### src/rtl/cmp_pkg.sv
package cmp_pkg;
  localparam int NCH    = 2;
  localparam int MODE_W = 3;
  localparam logic [MODE_W-1:0] MODE_ALL_OFF  = 3'b111;
  localparam logic [MODE_W-1:0] MODE_CH0_ONLY = 3'b110;

  typedef struct packed {
    logic [NCH-1:0]    inv;
    logic [MODE_W-1:0] mode;
  } cmp_ctrl_t;

  function automatic logic [NCH-1:0] chan_enable(input logic [MODE_W-1:0] mode);
    logic [NCH-1:0] en;
    for (int i = 0; i < NCH; i++) begin
      en[i] = (mode != MODE_ALL_OFF) && !((mode == MODE_CH0_ONLY) && (i != 0));
    end
    return en;
  endfunction
endpackage

### src/rtl/cmp_rst_sync.sv
module cmp_rst_sync #(
  parameter int STAGES = 2
) (
  input  logic clk,
  input  logic rst_n,
  output logic rst_sync_n
);
  logic [STAGES-1:0] chain_q;
  logic [STAGES-1:0] chain_d;

  always_comb begin
    chain_d = {chain_q[STAGES-2:0], 1'b1};
  end

  always_ff @(posedge clk or negedge rst_n) begin
    if (!rst_n) chain_q <= '0;
    else        chain_q <= chain_d;
  end

  assign rst_sync_n = chain_q[STAGES-1];
endmodule

### src/rtl/cmp_sync.sv
module cmp_sync #(
  parameter int W      = 2,
  parameter int STAGES = 2
) (
  input  logic         clk,
  input  logic         rst_n,
  input  logic [W-1:0] d_i,
  output logic [W-1:0] q_o
);
  logic [W-1:0] stage_q [STAGES];

  genvar s;
  generate
    for (s = 0; s < STAGES; s++) begin : g_stage
      logic [W-1:0] stage_d;
      if (s == 0) begin : g_first
        always_comb stage_d = d_i;
      end else begin : g_next
        always_comb stage_d = stage_q[s-1];
      end
      always_ff @(posedge clk or negedge rst_n) begin
        if (!rst_n) stage_q[s] <= '0;
        else        stage_q[s] <= stage_d;
      end
    end
  endgenerate

  assign q_o = stage_q[STAGES-1];
endmodule

### src/rtl/cmp_chan.sv
module cmp_chan (
  input  logic sync_i,
  input  logic inv_i,
  input  logic en_i,
  output logic out_o
);
  always_comb begin
    out_o = en_i ? (sync_i ^ inv_i) : 1'b0;
  end
endmodule

### src/rtl/cmp_flag_ctl.sv
module cmp_flag_ctl #(
  parameter int N = 2
) (
  input  logic         clk,
  input  logic         rst_n,
  input  logic [N-1:0] live_i,
  input  logic [N-1:0] post_wr_i,
  input  logic         rd_i,
  input  logic         wr_i,
  input  logic         flag_wr_i,
  input  logic         flag_wdata_i,
  output logic         flag_o
);
  logic [N-1:0] ref_q, ref_d;
  logic         ref_en;
  logic         flag_q, flag_d;
  logic         mismatch;

  always_comb begin
    ref_en = rd_i | wr_i;
    ref_d  = wr_i ? post_wr_i : live_i;
    // an access in this cycle wins over the compare
    mismatch = (live_i != ref_q) && !ref_en;
    flag_d = flag_q;
    if (flag_wr_i) flag_d = flag_wdata_i;
    if (mismatch)  flag_d = 1'b1;
  end

  always_ff @(posedge clk or negedge rst_n) begin
    if (!rst_n)      ref_q <= '0;
    else if (ref_en) ref_q <= ref_d;
  end

  always_ff @(posedge clk or negedge rst_n) begin
    if (!rst_n) flag_q <= 1'b0;
    else        flag_q <= flag_d;
  end

  assign flag_o = flag_q;
endmodule

### src/rtl/cmp_chg_irq.sv
module cmp_chg_irq
  import cmp_pkg::*;
#(
  parameter int SYNC_STAGES = 2,
  parameter int RST_STAGES  = 2
) (
  input  logic       clk,
  input  logic       rst_n,
  input  logic [1:0] raw_cmp_i,
  input  logic       reg_rd_i,
  input  logic       reg_wr_i,
  input  logic [7:0] reg_wdata_i,
  input  logic       flag_wr_i,
  input  logic       flag_wdata_i,
  input  logic       per_en_i,
  input  logic       grp_en_i,
  input  logic       glb_en_i,
  input  logic       sleep_i,
  output logic [7:0] reg_rdata_o,
  output logic       flag_o,
  output logic       irq_o,
  output logic       wake_o
);
  logic           rst_int_n;
  logic [NCH-1:0] sync_cmp;
  cmp_ctrl_t      ctrl_q, ctrl_d, ctrl_wr;
  logic [NCH-1:0] en_live, en_wr;
  logic [NCH-1:0] cond_live, cond_wr;
  logic           flag;

  cmp_rst_sync #(.STAGES(RST_STAGES)) u_rst (
    .clk(clk), .rst_n(rst_n), .rst_sync_n(rst_int_n)
  );

  cmp_sync #(.W(NCH), .STAGES(SYNC_STAGES)) u_sync (
    .clk(clk), .rst_n(rst_int_n), .d_i(raw_cmp_i), .q_o(sync_cmp)
  );

  always_comb begin
    ctrl_wr.inv  = reg_wdata_i[5:4];
    ctrl_wr.mode = reg_wdata_i[2:0];
    ctrl_d       = reg_wr_i ? ctrl_wr : ctrl_q;
    en_live      = chan_enable(ctrl_q.mode);
    en_wr        = chan_enable(ctrl_wr.mode);
  end

  always_ff @(posedge clk or negedge rst_int_n) begin
    if (!rst_int_n) begin
      ctrl_q.inv  <= '0;
      ctrl_q.mode <= MODE_ALL_OFF;
    end else if (reg_wr_i) begin
      ctrl_q <= ctrl_d;
    end
  end

  genvar c;
  generate
    for (c = 0; c < NCH; c++) begin : g_chan
      cmp_chan u_live (
        .sync_i(sync_cmp[c]), .inv_i(ctrl_q.inv[c]), .en_i(en_live[c]), .out_o(cond_live[c])
      );
      cmp_chan u_wr (
        .sync_i(sync_cmp[c]), .inv_i(ctrl_wr.inv[c]), .en_i(en_wr[c]), .out_o(cond_wr[c])
      );
    end
  endgenerate

  cmp_flag_ctl #(.N(NCH)) u_flag (
    .clk(clk), .rst_n(rst_int_n),
    .live_i(cond_live), .post_wr_i(cond_wr),
    .rd_i(reg_rd_i), .wr_i(reg_wr_i),
    .flag_wr_i(flag_wr_i), .flag_wdata_i(flag_wdata_i),
    .flag_o(flag)
  );

  always_comb begin
    reg_rdata_o = {cond_live, ctrl_q.inv, 1'b0, ctrl_q.mode};
    flag_o      = flag;
    irq_o       = flag & per_en_i & grp_en_i & glb_en_i;
    wake_o      = sleep_i & flag & per_en_i;
  end
endmodule

### config.mk
export PLATFORM = sky130hd
export DESIGN_NAME = cmp_chg_irq
export DESIGN_NICKNAME = d
export VERILOG_FILES = /design/src/rtl/cmp_pkg.sv /design/src/rtl/cmp_rst_sync.sv /design/src/rtl/cmp_sync.sv /design/src/rtl/cmp_chan.sv /design/src/rtl/cmp_flag_ctl.sv /design/src/rtl/cmp_chg_irq.sv
export SDC_FILE = /design/constraint.sdc
export NUM_CORES = 1
export LEC_CHECK = 0
export ABC_AREA = 1
export BUFFER_PORTS_ARGS = -buffer_cell sky130_fd_sc_hd__buf_2
export CAP_MARGIN = 5
export CORE_MARGIN = 4
export CORE_UTILIZATION = 46
export DETAILED_ROUTE_END_ITERATION = 8
export GPL_ROUTABILITY_DRIVEN = 0
export PLACE_DENSITY = 0.86
export SLEW_MARGIN = 0
export SYNTH_ARGS = -nofsm -noshare
export SYNTH_HDL_FRONTEND = slang
export SYNTH_HIERARCHICAL = 1
export SYNTH_SLANG_ARGS = --single-unit
### constraint.sdc
create_clock -name clk -period 2.2 [get_ports clk]
set_input_delay 0.22 -clock clk [delete_from_list [all_inputs] [get_ports clk]]
set_output_delay 0.22 -clock clk [all_outputs]
set_load 0.1 [all_outputs]
==> reports/summary.md <==
• status: complete, no violations
• leakage dissipation: 0.482 nW
• most repeated library cell on the critical path: sky130_fd_sc_hd__nand2_1
• pin count of the biggest net entering global routing: 13
• number of violations of the max-capacitance limit: 0
• area post-placement: 788 µm²
• part of the Yosys area used for sequential elements: 0.560
• largest clock skew in the final design: 1.62 ps
• Initial DRC Count: 9
• total of fill cells in the finished design: 126
• cell types occupying the most area after synthesis: sky130_fd_sc_hd__dfrtp_1, sky130_fd_sc_hd__nand2_1, sky130_fd_sc_hd__dfstp_2
• antenna violations before repair: 0
• CTS tree: yes
• pre-CTS WS: 882 ps
• post-detailed-routing wire length: 1280 µm
• largest family of logic cells by synthesized area: simple AND/OR/NAND/NOR gates
• worst hold slack: 54.0 ps
• average via count per standard cell: 4.71
• half-perimeter wire length of the detailed placement result: 1050 µm
• sequence of cells on the critical path: nand2_1, nand2_1, nor2_4, buf_2
• sequential standard cell area: 354 µm²
• Net count, final: 135
• GRT Residual Overflow: 0
• number of design rule violations left after detail routing: 0
• post-CTS setup-driven buffer insertion count: 0
• global-route wire length before repair: 2260 µm
• adder-cell share of the synthesized area: 0
• Fmax achieved: 622 MHz
• overall die width: 45.1 µm
• Antenna Violating Nets Remaining: 0
• Crit path max-delay family: buffers and inverters
• mux contribution to synthesized area: 0
• sort of element at the end of the critical path: output port
• overall global routing resource usage: 0.149
• via count: 608
• Die Span Y: 45.1 µm
• number of buffers added on ports: 26
• CTS Buffer Depth: 2
• Initial Utilization: 0.486
• fin area: 825 µm²
• average size of a mapped cell: 7.52 µm²
• setup repair after global routing missed its margin: false
• CP Launch Type: flip-flop
• Worst Setup Slack, final: 593 ps
• synthesized-area fraction occupied by and/or/nand/nor cells: 0.360
• share of post-route cells with drive strength above 1: 0.316
• Initial DRT Pass Iterations: 4
• clock latency reported for the late side of the worst-skew pair: 270 ps
• diode count: 0
• number of levels in the clock H-tree: 1
• post-layout total power: 672 µW
• Gate Count Post-Synth: 84
• post-synthesis share of cell area spent on xor and xnor gates: 0
• Compound-Gate Fraction of Synth Area: 0.00792
• master of the slowest instance on the critical path: sky130_fd_sc_hd__buf_2
• total setup violations reported at the end of the flow: 0
• total number of placement rows: 13
• number of distinct library cells after synthesis: 11
• WP buf/inv: 1
• area share of the largest cell type after synthesis: 0.436
• Synth warnings: 6
• min-delay worst type: in -> reg
• crit-path max cell delay: 440 ps
• number of global-route vias before repair: 595
• placeable core region: 1300 µm²
• Num Clock Sinks: 14
• maximum net fanout on the critical path: 4
• total I/O pin count: 31
• TritonCTS buffer count: 3
• type of the worst setup path: reg -> out
• maximum vdd ir drop: 0.000529 V
• PD cells: 815 nW/µm²
• Crit path arrival time: 1390 ps
• endpoints failing hold: 0
• total of flip-flops plus latches after synthesis: 14
• biggest area consumer among synthesized cells: sky130_fd_sc_hd__dfrtp_1
• minimum clock period after layout: 1610 ps
• Area growth, synth to finish: 30.5%
• ratio of final minimum period to clock period: 0.730
• Avg WL per Cell: 9.91 µm
• area of the die: 2030 µm²
• instance count after placement with tap cells included: 124
• Clock Pin Slew Worst Setup and Hold Paths: 80 ps
• critical path data required time: 1980 ps
• Finished Layout Cells: 129
• Multi-input gate area: 255 µm²
• netlist area before placement: 632 µm²
• number of max-slew violations in the final report: 0
• clk root buf: sky130_fd_sc_hd__clkbuf_4
• Post-Syn Nets: 104
-- layout by cell type (no fill, tap or decap) --
cell	n
sky130_fd_sc_hd__buf_2	26
sky130_fd_sc_hd__clkbuf_1	1
sky130_fd_sc_hd__clkbuf_4	3
sky130_fd_sc_hd__conb_1	2
sky130_fd_sc_hd__dfrtp_1	11
sky130_fd_sc_hd__dfstp_2	3
sky130_fd_sc_hd__dlygate4sd3_1	1
sky130_fd_sc_hd__inv_1	7
sky130_fd_sc_hd__inv_2	1
sky130_fd_sc_hd__nand2_1	41
sky130_fd_sc_hd__nand3_1	6
sky130_fd_sc_hd__nor2_1	8
sky130_fd_sc_hd__nor2_2	1
sky130_fd_sc_hd__nor2_4	2
sky130_fd_sc_hd__o21ai_0	1
-- final cells by class --
cell class / count / area share
inverter: 8 / 0.0364
timing repair buffer: 27 / 0.170
tap: 15 / 0.0228
sequential: 14 / 0.429
multi-input combinational: 61 / 0.310
clock buffer: 4 / 0.0319
-- report_power, final --
group / switching, mW / leakage [nW] / internal (mW)
registers: 0.0194 / 0.161 / 0.281
logic: 0.182 / 0.306 / 0.0450
clock network: 0.0741 / 0.0150 / 0.0701
-- final timing paths --
check / startpoint / end / slack (ps) / cells after the start
max reg2reg: reg_rdata_o[2] / u_flag/flag_o / 970 / 9
min in group asynchronous: u_rst/chain_q[1] / u_sync/g_stage[1].stage_d[1] / 190 / 0
max in group asynchronous: u_rst/chain_q[1] / reg_rdata_o[0] / 1670 / 0
min: raw_cmp_i[1] / u_sync/g_stage[1].stage_d[1] / 50 / 1
min reg2reg: u_rst/chain_q[1] / u_sync/g_stage[1].stage_d[1] / 190 / 0
max: u_sync/q_o[0] / reg_rdata_o[6] / 590 / 4
-- cell usage after synthesis --
cell type                  n
sky130_fd_sc_hd__buf_4     1
sky130_fd_sc_hd__conb_1    2
sky130_fd_sc_hd__dfrtp_1  11
sky130_fd_sc_hd__dfstp_2   3
sky130_fd_sc_hd__inv_1     7
sky130_fd_sc_hd__inv_2     1
sky130_fd_sc_hd__nand2_1  41
sky130_fd_sc_hd__nand3_1   6
sky130_fd_sc_hd__nor2_1   10
sky130_fd_sc_hd__nor2_2    1
sky130_fd_sc_hd__o21ai_0   1
-- per-layer routing --
metal | part of all wire | GRT usage
met2 | 0.48 | 0.263
met5 | 0 | 0
met4 | 0.012 | 0.0526
met1 | 0.40 | 0.179
met3 | 0.11 | 0.0279
-- through the flow --
step / util / setup TNS, ps
6_report: 0.634 / 0
5_1_grt: 0.634 / 0
4_1_cts: 0.634 / 0
3_5_place_dp: 0.606 / 0
3_3_place_gp: 0.606 / 0
2_1_floorplan: - / -758
-- kinds of logic (layout without fill, tap and decap cells) --
logic type             count (synthesis)  count (layout)
buffers and inverters                  9              39
DFF                                   14              14
other                                  2               2
and+or+nand+nor                       58              58
AOI/OAI and AO/OA                      1               1
-- state kept, by name (all words and copies together), names as in the netlist --
register and flops:
reg_rdata_o 5, u_flag/ref_q 2, u_rst/chain_q 2, u_sync/g_stage.stage_d 2
u_sync/q_o 2, u_flag/flag_o 1
-- repair_timing --
item / in CTS / in global routing
gates resized for setup: 0 / 0
hold buffers: 1 / 0
setup endpoints to repair: 0 / 0
hold endpoints to repair: 2 / 0
Note: power is estimated with default switching activity, not from simulation.
